[config.mk]
export PLATFORM = sky130hd
export DESIGN_NAME = irq_cascade_ctrl
export DESIGN_NICKNAME = d
export VERILOG_FILES = /design/src/rtl/irq_cascade_pkg.sv /design/src/rtl/irq_sync.sv /design/src/rtl/irq_edge_latch.sv /design/src/rtl/irq_cascade_eval.sv /design/src/rtl/irq_cascade_ctrl.sv
export SDC_FILE = /design/constraint.sdc
export NUM_CORES = 1
export LEC_CHECK = 0
export ABC_AREA = 1
export BUFFER_PORTS_ARGS = -buffer_cell sky130_fd_sc_hd__buf_2
export CORE_MARGIN = 1
export CORE_UTILIZATION = 50
export DETAILED_ROUTE_END_ITERATION = 10
export HOLD_SLACK_MARGIN = 0.15
export PLACE_DENSITY = 0.77
export SYNTH_ARGS = -nofsm -noshare
export SYNTH_HDL_FRONTEND = slang
export SYNTH_SLANG_ARGS = --single-unit
[constraint.sdc]
create_clock -name clk -period 1.4 [get_ports clk]
set_input_delay 0.21 -clock clk [delete_from_list [all_inputs] [get_ports clk]]
set_output_delay 0.21 -clock clk [all_outputs]
set_load 0.005 [all_outputs]
[src/rtl/irq_cascade_pkg.sv]
package irq_cascade_pkg;
    timeunit 1ns;
    timeprecision 100ps;

    // Register index taken from the word address bits
    typedef enum logic [2:0] {
        RI_L0_STAT   = 3'd0,
        RI_L0_MASK   = 3'd1,
        RI_L1_STAT   = 3'd2,
        RI_L1_MASK   = 3'd3,
        RI_MAP_STAT  = 3'd4,
        RI_MAP_MASKA = 3'd5,
        RI_MAP_MASKB = 3'd6,
        RI_TMR_LATCH = 3'd7
    } reg_idx_e;

    localparam int REG_IDX_W = 3;
endpackage

[src/rtl/irq_sync.sv]
module irq_sync #(
    parameter int W      = 8,
    parameter int STAGES = 2
) (
    input  logic         clk,
    input  logic         rst_n,
    input  logic [W-1:0] din,
    output logic [W-1:0] dout
);
    timeunit 1ns;
    timeprecision 100ps;

    logic [STAGES-1:0][W-1:0] stg_d, stg_q;

    always_comb begin
        stg_d[0] = din;
        for (int k = 1; k < STAGES; k++) begin
            stg_d[k] = stg_q[k-1];
        end
    end

    always_ff @(posedge clk or negedge rst_n) begin
        if (!rst_n) stg_q <= '0;
        else        stg_q <= stg_d;
    end

    assign dout = stg_q[STAGES-1];
endmodule

[src/rtl/irq_edge_latch.sv]
module irq_edge_latch #(
    parameter int N = 2
) (
    input  logic         clk,
    input  logic         rst_n,
    input  logic [N-1:0] lvl,
    input  logic [N-1:0] clr,
    output logic [N-1:0] pend
);
    timeunit 1ns;
    timeprecision 100ps;

    typedef struct packed {
        logic [N-1:0] prev;
        logic [N-1:0] pend;
    } lat_t;

    lat_t lat_d, lat_q;

    always_comb begin
        lat_d      = lat_q;
        lat_d.prev = lvl;
        // a fresh edge in the same cycle as a clear keeps the latch set
        lat_d.pend = (lat_q.pend & ~clr) | (lvl & ~lat_q.prev);
    end

    always_ff @(posedge clk or negedge rst_n) begin
        if (!rst_n) lat_q <= '0;
        else        lat_q <= lat_d;
    end

    assign pend = lat_q.pend;
endmodule

[src/rtl/irq_cascade_eval.sv]
module irq_cascade_eval #(
    parameter int GRP_W    = 8,
    parameter int CAS0_BIT = 7,
    parameter int CAS1_BIT = 3
) (
    input  logic [GRP_W-1:0] loc0_lvl,
    input  logic [GRP_W-1:0] loc1_lvl,
    input  logic [GRP_W-1:0] map_lvl,
    input  logic [GRP_W-1:0] mask_a,
    input  logic [GRP_W-1:0] mask_b,
    output logic [GRP_W-1:0] stat0,
    output logic [GRP_W-1:0] stat1
);
    timeunit 1ns;
    timeprecision 100ps;

    logic [GRP_W-1:0] fold0, fold1;

    always_comb begin
        fold0           = '0;
        fold1           = '0;
        fold0[CAS0_BIT] = |(map_lvl & mask_a);
        fold1[CAS1_BIT] = |(map_lvl & mask_b);
        stat0           = loc0_lvl | fold0;
        stat1           = loc1_lvl | fold1;
    end
endmodule

[src/rtl/irq_cascade_ctrl.sv]
module irq_cascade_ctrl
    import irq_cascade_pkg::*;
#(
    parameter int GRP_W       = 8,
    parameter int DATA_W      = 32,
    parameter int ADDR_W      = 5,
    parameter int N_TMR       = 2,
    parameter int SYNC_STAGES = 2,
    parameter int CAS0_BIT    = 7,
    parameter int CAS1_BIT    = 3
) (
    input  logic                 clk,
    input  logic                 rst_n,
    input  logic [ADDR_W-1:0]    reg_addr,
    input  logic                 reg_wen,
    input  logic [DATA_W-1:0]    reg_wdata,
    output logic [DATA_W-1:0]    reg_rdata,
    input  logic [2*GRP_W-1:0]   local_irq_i,
    input  logic [GRP_W-1:0]     map_irq_i,
    input  logic [N_TMR-1:0]     timer_irq_i,
    output logic [1:0]           cpu_irq_o
);
    timeunit 1ns;
    timeprecision 100ps;

    localparam int N_LOCAL = 2 * GRP_W;
    localparam int SYNC_W  = N_LOCAL + GRP_W + N_TMR;
    localparam int IDX_W   = ADDR_W - 2;

    typedef struct packed {
        logic [GRP_W-1:0] l0_mask;
        logic [GRP_W-1:0] l1_mask;
        logic [GRP_W-1:0] mask_a;
        logic [GRP_W-1:0] mask_b;
        logic [1:0]       cpu_irq;
    } state_t;

    state_t st_d, st_q;

    logic [SYNC_W-1:0] sync_lvl;
    logic [N_LOCAL-1:0] loc_lvl;
    logic [GRP_W-1:0]   map_lvl;
    logic [N_TMR-1:0]   tmr_lvl;
    logic [GRP_W-1:0]   l0_stat, l1_stat;
    logic [N_TMR-1:0]   tmr_clr, tmr_pend;
    logic [IDX_W-1:0]   idx;
    logic               unused_bits;

    assign idx         = reg_addr[ADDR_W-1:2];
    assign unused_bits = ^{reg_wdata[DATA_W-1:GRP_W], reg_addr[1:0]};

    irq_sync #(.W(SYNC_W), .STAGES(SYNC_STAGES)) u_sync (
        .clk  (clk),
        .rst_n(rst_n),
        .din  ({timer_irq_i, map_irq_i, local_irq_i}),
        .dout (sync_lvl)
    );

    assign loc_lvl = sync_lvl[N_LOCAL-1:0];
    assign map_lvl = sync_lvl[N_LOCAL +: GRP_W];
    assign tmr_lvl = sync_lvl[N_LOCAL+GRP_W +: N_TMR];

    irq_cascade_eval #(.GRP_W(GRP_W), .CAS0_BIT(CAS0_BIT), .CAS1_BIT(CAS1_BIT)) u_eval (
        .loc0_lvl(loc_lvl[GRP_W-1:0]),
        .loc1_lvl(loc_lvl[N_LOCAL-1:GRP_W]),
        .map_lvl (map_lvl),
        .mask_a  (st_q.mask_a),
        .mask_b  (st_q.mask_b),
        .stat0   (l0_stat),
        .stat1   (l1_stat)
    );

    assign tmr_clr = (reg_wen && idx == IDX_W'(RI_TMR_LATCH)) ? reg_wdata[N_TMR-1:0] : '0;

    irq_edge_latch #(.N(N_TMR)) u_tmr (
        .clk  (clk),
        .rst_n(rst_n),
        .lvl  (tmr_lvl),
        .clr  (tmr_clr),
        .pend (tmr_pend)
    );

    always_comb begin
        st_d = st_q;
        if (reg_wen) begin
            case (idx)
                IDX_W'(RI_L0_MASK):   st_d.l0_mask = reg_wdata[GRP_W-1:0];
                IDX_W'(RI_L1_MASK):   st_d.l1_mask = reg_wdata[GRP_W-1:0];
                IDX_W'(RI_MAP_MASKA): st_d.mask_a  = reg_wdata[GRP_W-1:0];
                IDX_W'(RI_MAP_MASKB): st_d.mask_b  = reg_wdata[GRP_W-1:0];
                default: ;
            endcase
        end
        st_d.cpu_irq = {|(l1_stat & st_q.l1_mask), |(l0_stat & st_q.l0_mask)};
    end

    always_ff @(posedge clk or negedge rst_n) begin
        if (!rst_n) st_q <= '0;
        else        st_q <= st_d;
    end

    always_comb begin
        reg_rdata = '0;
        case (idx)
            IDX_W'(RI_L0_STAT):   reg_rdata = DATA_W'(l0_stat);
            IDX_W'(RI_L0_MASK):   reg_rdata = DATA_W'(st_q.l0_mask);
            IDX_W'(RI_L1_STAT):   reg_rdata = DATA_W'(l1_stat);
            IDX_W'(RI_L1_MASK):   reg_rdata = DATA_W'(st_q.l1_mask);
            IDX_W'(RI_MAP_STAT):  reg_rdata = DATA_W'(map_lvl);
            IDX_W'(RI_MAP_MASKA): reg_rdata = DATA_W'(st_q.mask_a);
            IDX_W'(RI_MAP_MASKB): reg_rdata = DATA_W'(st_q.mask_b);
            default:              reg_rdata = DATA_W'(tmr_pend);
        endcase
    end

    assign cpu_irq_o = st_q.cpu_irq;
endmodule

==> impl_results.md <==
- Placed Area: 4075 um2
- Synth Register Bits: 90
- Remaining antenna violation count after routing: 0
- Failing checks: setup timing
- CTS tree: yes
- Fin crit share: 118.7%
- R2r worst-path depth: 9
- Highest-count cells in the layout ignoring fill and taps: nand2_1, dfrtp_1, buf_2
- Leak: 2.478 nW
- Final nets: 577
- Cell Chain, Critical Path: buf_4 > buf_6 > nand3_2 > o21ai_1 > nor2_1 > nand3_1 > buf_2
- Area growth syn-to-layout: 29.65%
- Worst setup path category: reg2out
- Max clock buf depth: 2
- Xor-xnor portion of the synthesized cell area: 0%
- Unrepaired setup endpoints after global routing: true
- WL final: 7901 um
- Worst reg2reg endpoint: cpu_irq_o[1]$_DFF_PN0_
- Initial Util: 52.86%
- Met2 Use GR: 38.64%
- Critical Path RT: 1.19 ns
- Worst Setup Start Kind: flop
- Dpl hpwl: 5590 um
- Final hold vios: 0
- CP arrival: 1.45 ns
- Initial antenna violation count: 0
- Die area: 7689 um2
- Rows: 30
- Port bufs: 49
- Clk_lat worst skew: 0.36 ns
- Clock skew: 0.006283 ns
- Storage element area: 2252 um2
- Hold Path Class: in2reg
- GR Overflow Total: 0
- Mux share of post-synthesis cell area: 0%
- Gr usage total: 22.66%
- Clk Tree Root Cell: clkbuf_8
- Crit path max fanout: 3
- Post-Synth Adder-Cell Area: 0%
- Via count: 2952
- DR pass1 iterations: 5
- Vias/cell: 4.824
- Register area share after synthesis: 61.35%
- CP endpoint kind: primary output
- Achievable clock frequency: 601.8 MHz
- First-pass GRT wire length: 12680 um
- Largest family of logic cells by synthesized area: simple AND/OR/NAND/NOR gates
- Design area: 4760 um2
- IO Count: 100
- Worst Hold Path Cells: 3
- Synth Area in Simple Gates: 23.79%
- Number of DRC markers in iteration 0: 225
- Multi-input gate area: 1214 um2
- RePlAce Congestion: 0.8562
- Crit-path leading delay family: flip-flops
- Core area: 6944 um2
- Syn Area/Cell: 9.270 um2
- Status: finished with violations
- Cells after Synth: 396
- Final Util: 68.54%
- Commonest non-fill, non-tap cell in the layout: nand2_1
- H-tree lvl count: 3
- Die W: 87.69 um
- Fillers: 545
- Worst vdd ir: 0.7753 mV
- CP max-delay cell: dfrtp_1
- Final WS setup: -0.2616 ns
- Clock Sinks: 90
- Count of final setup violators: 8
- Clock-pin slew on the worst setup and hold paths: 0.09 ns
- Min Clock Period, post-route: 1.662 ns
- Synthesized area: 3671 um2
- Largest net degree at the start of global routing: 31
- Routed length per instance: 12.91 um
- R2R Setup Slk: 0.10 ns
- Reg-to-reg startpoint: u_sync.dout[16]$_DFF_PN0_
- Share of layout cells above drive strength 1: 25.19%
- Grt met1 use: 27.69%
- Critical hold path startpoint: reg_wdata[4]
- DR DRC count: 0
- Worst slack at placement: -0.1129 ns
- Setup TNS: -1.246 ns
- Synth Area in Compound Gates: 5.044%
- Total power: 0.005659 W
- Vias in the first global route: 2770
- Num CTS Buffers: 9
- CP max stage delay: 0.43 ns
- Hold endpoint: st_q[14]$_DFFE_PN0P_
- GRT met3 Usage: 6.692%
- Final Max Tran Viols: 0
- Ys Warns: 0
- ANT cells: 0
- Max-cap violations: 0
- Synth cell types: 19
- GRT busiest layer: met2
- Power Dens Cells: 1189 nW/um2
- Buf+Inv Stages, Crit Path: 3
- Die Y: 87.69 um
## stage by stage
step / std cells / hold slack, ns
after floorplan: 419 / -0.08559
after global placement: 552 / 0.07982
after CTS: 609 / 0.1553
after detailed placement: 552 / 0.08415
final: 612 / 0.1655
after global routing: 612 / 0.1558
## sequential cells by signal, summed over array words and instances, names as in the netlist
name and cells:
u_sync.dout 26, u_tmr.pend 2, u_sync.stg_d 26, st_q 32, u_tmr.lat_q 2, cpu_irq_o 2
## routing by layer
layer	vias up	share of wire [%]
li1	1432	-
met1	1401	42
met2	107	51
met3	12	5.0
met4	0	1.6
met5	-	0
## cell usage after synthesis
master    instances  area (um2)
nand2_1         127       476.7
dfrtp_1          90        2252
nor2_1           29       108.9
inv_1            28       105.1
nand3_1          28       140.1
buf_4            27       202.7
o21ai_0          21       105.1
o21ai_1          16       80.08
nand4_1           9       56.30
nand2_2           4       25.02
buf_2             3       15.01
clkbuf_1          3       11.26
inv_2             3       11.26
nor3_1            2       10.01
nor3_4            2       32.53
buf_6             1       11.26
conb_1            1       3.750
nand4_2           1       12.51
nor2_4            1       11.26
## worst max path at each step
| stage | start | end | slack, ns | cells after the start |
|---|---|---|---|---|
| finish | u_sync.dout[17]$_DFF_PN0_ | reg_rdata[1] | -0.26 | 7 |
| detailed placement | reg_addr[2] | reg_rdata[7] | -0.11 | 9 |
| global route | u_sync.dout[17]$_DFF_PN0_ | reg_rdata[1] | -0.35 | 7 |
| floorplan | reg_addr[3] | reg_rdata[5] | 0.20 | 8 |
| global placement | reg_addr[2] | reg_rdata[7] | -0.08 | 9 |
| CTS | u_sync.dout[18]$_DFF_PN0_ | reg_rdata[7] | -0.26 | 7 |
## where the power goes
part,switching (W),internal [W]
registers,0.000182,0.00287
logic,0.000488,0.000446
clock network,0.000982,0.000693
total,0.00165,0.00401
## cells by family after synthesis
group | count (synthesis)
AND/OR/NAND/NOR | 203
buffers and inverters | 65
flip-flops | 90
AO/OA/AOI/OAI | 37
other | 1
## worst reg2reg max path, stage by stage (launching register included)
cell     delay [ns]
dfrtp_1        0.43
nand2_1        0.09
nand3_2        0.09
nor2_2         0.12
nand2_2        0.07
buf_6          0.11
buf_6          0.10
buf_6          0.10
nand2_2        0.04
nand2_1        0.04
## cell type report
type,count,area share (%)
clock buffers,9,2.603
flip-flops and latches,90,47.32
repair buffers,115,18.09
well taps,96,2.524
multi-input cells,264,25.50
inverters,31,2.497
clock inverters,7,1.472
## repair_timing
| action | in CTS | in global routing |
|---|---|---|
| hold buffers | 27 | 0 |
| buffers inserted | 14 | 5 |
| endpoints found under the setup margin | 8 | 9 |
| pin swaps | 15 | 17 |
| resized for setup | 15 | 17 |
| hold endpoints to repair | 116 | 0 |
Note: power is estimated with default switching activity, not from simulation.
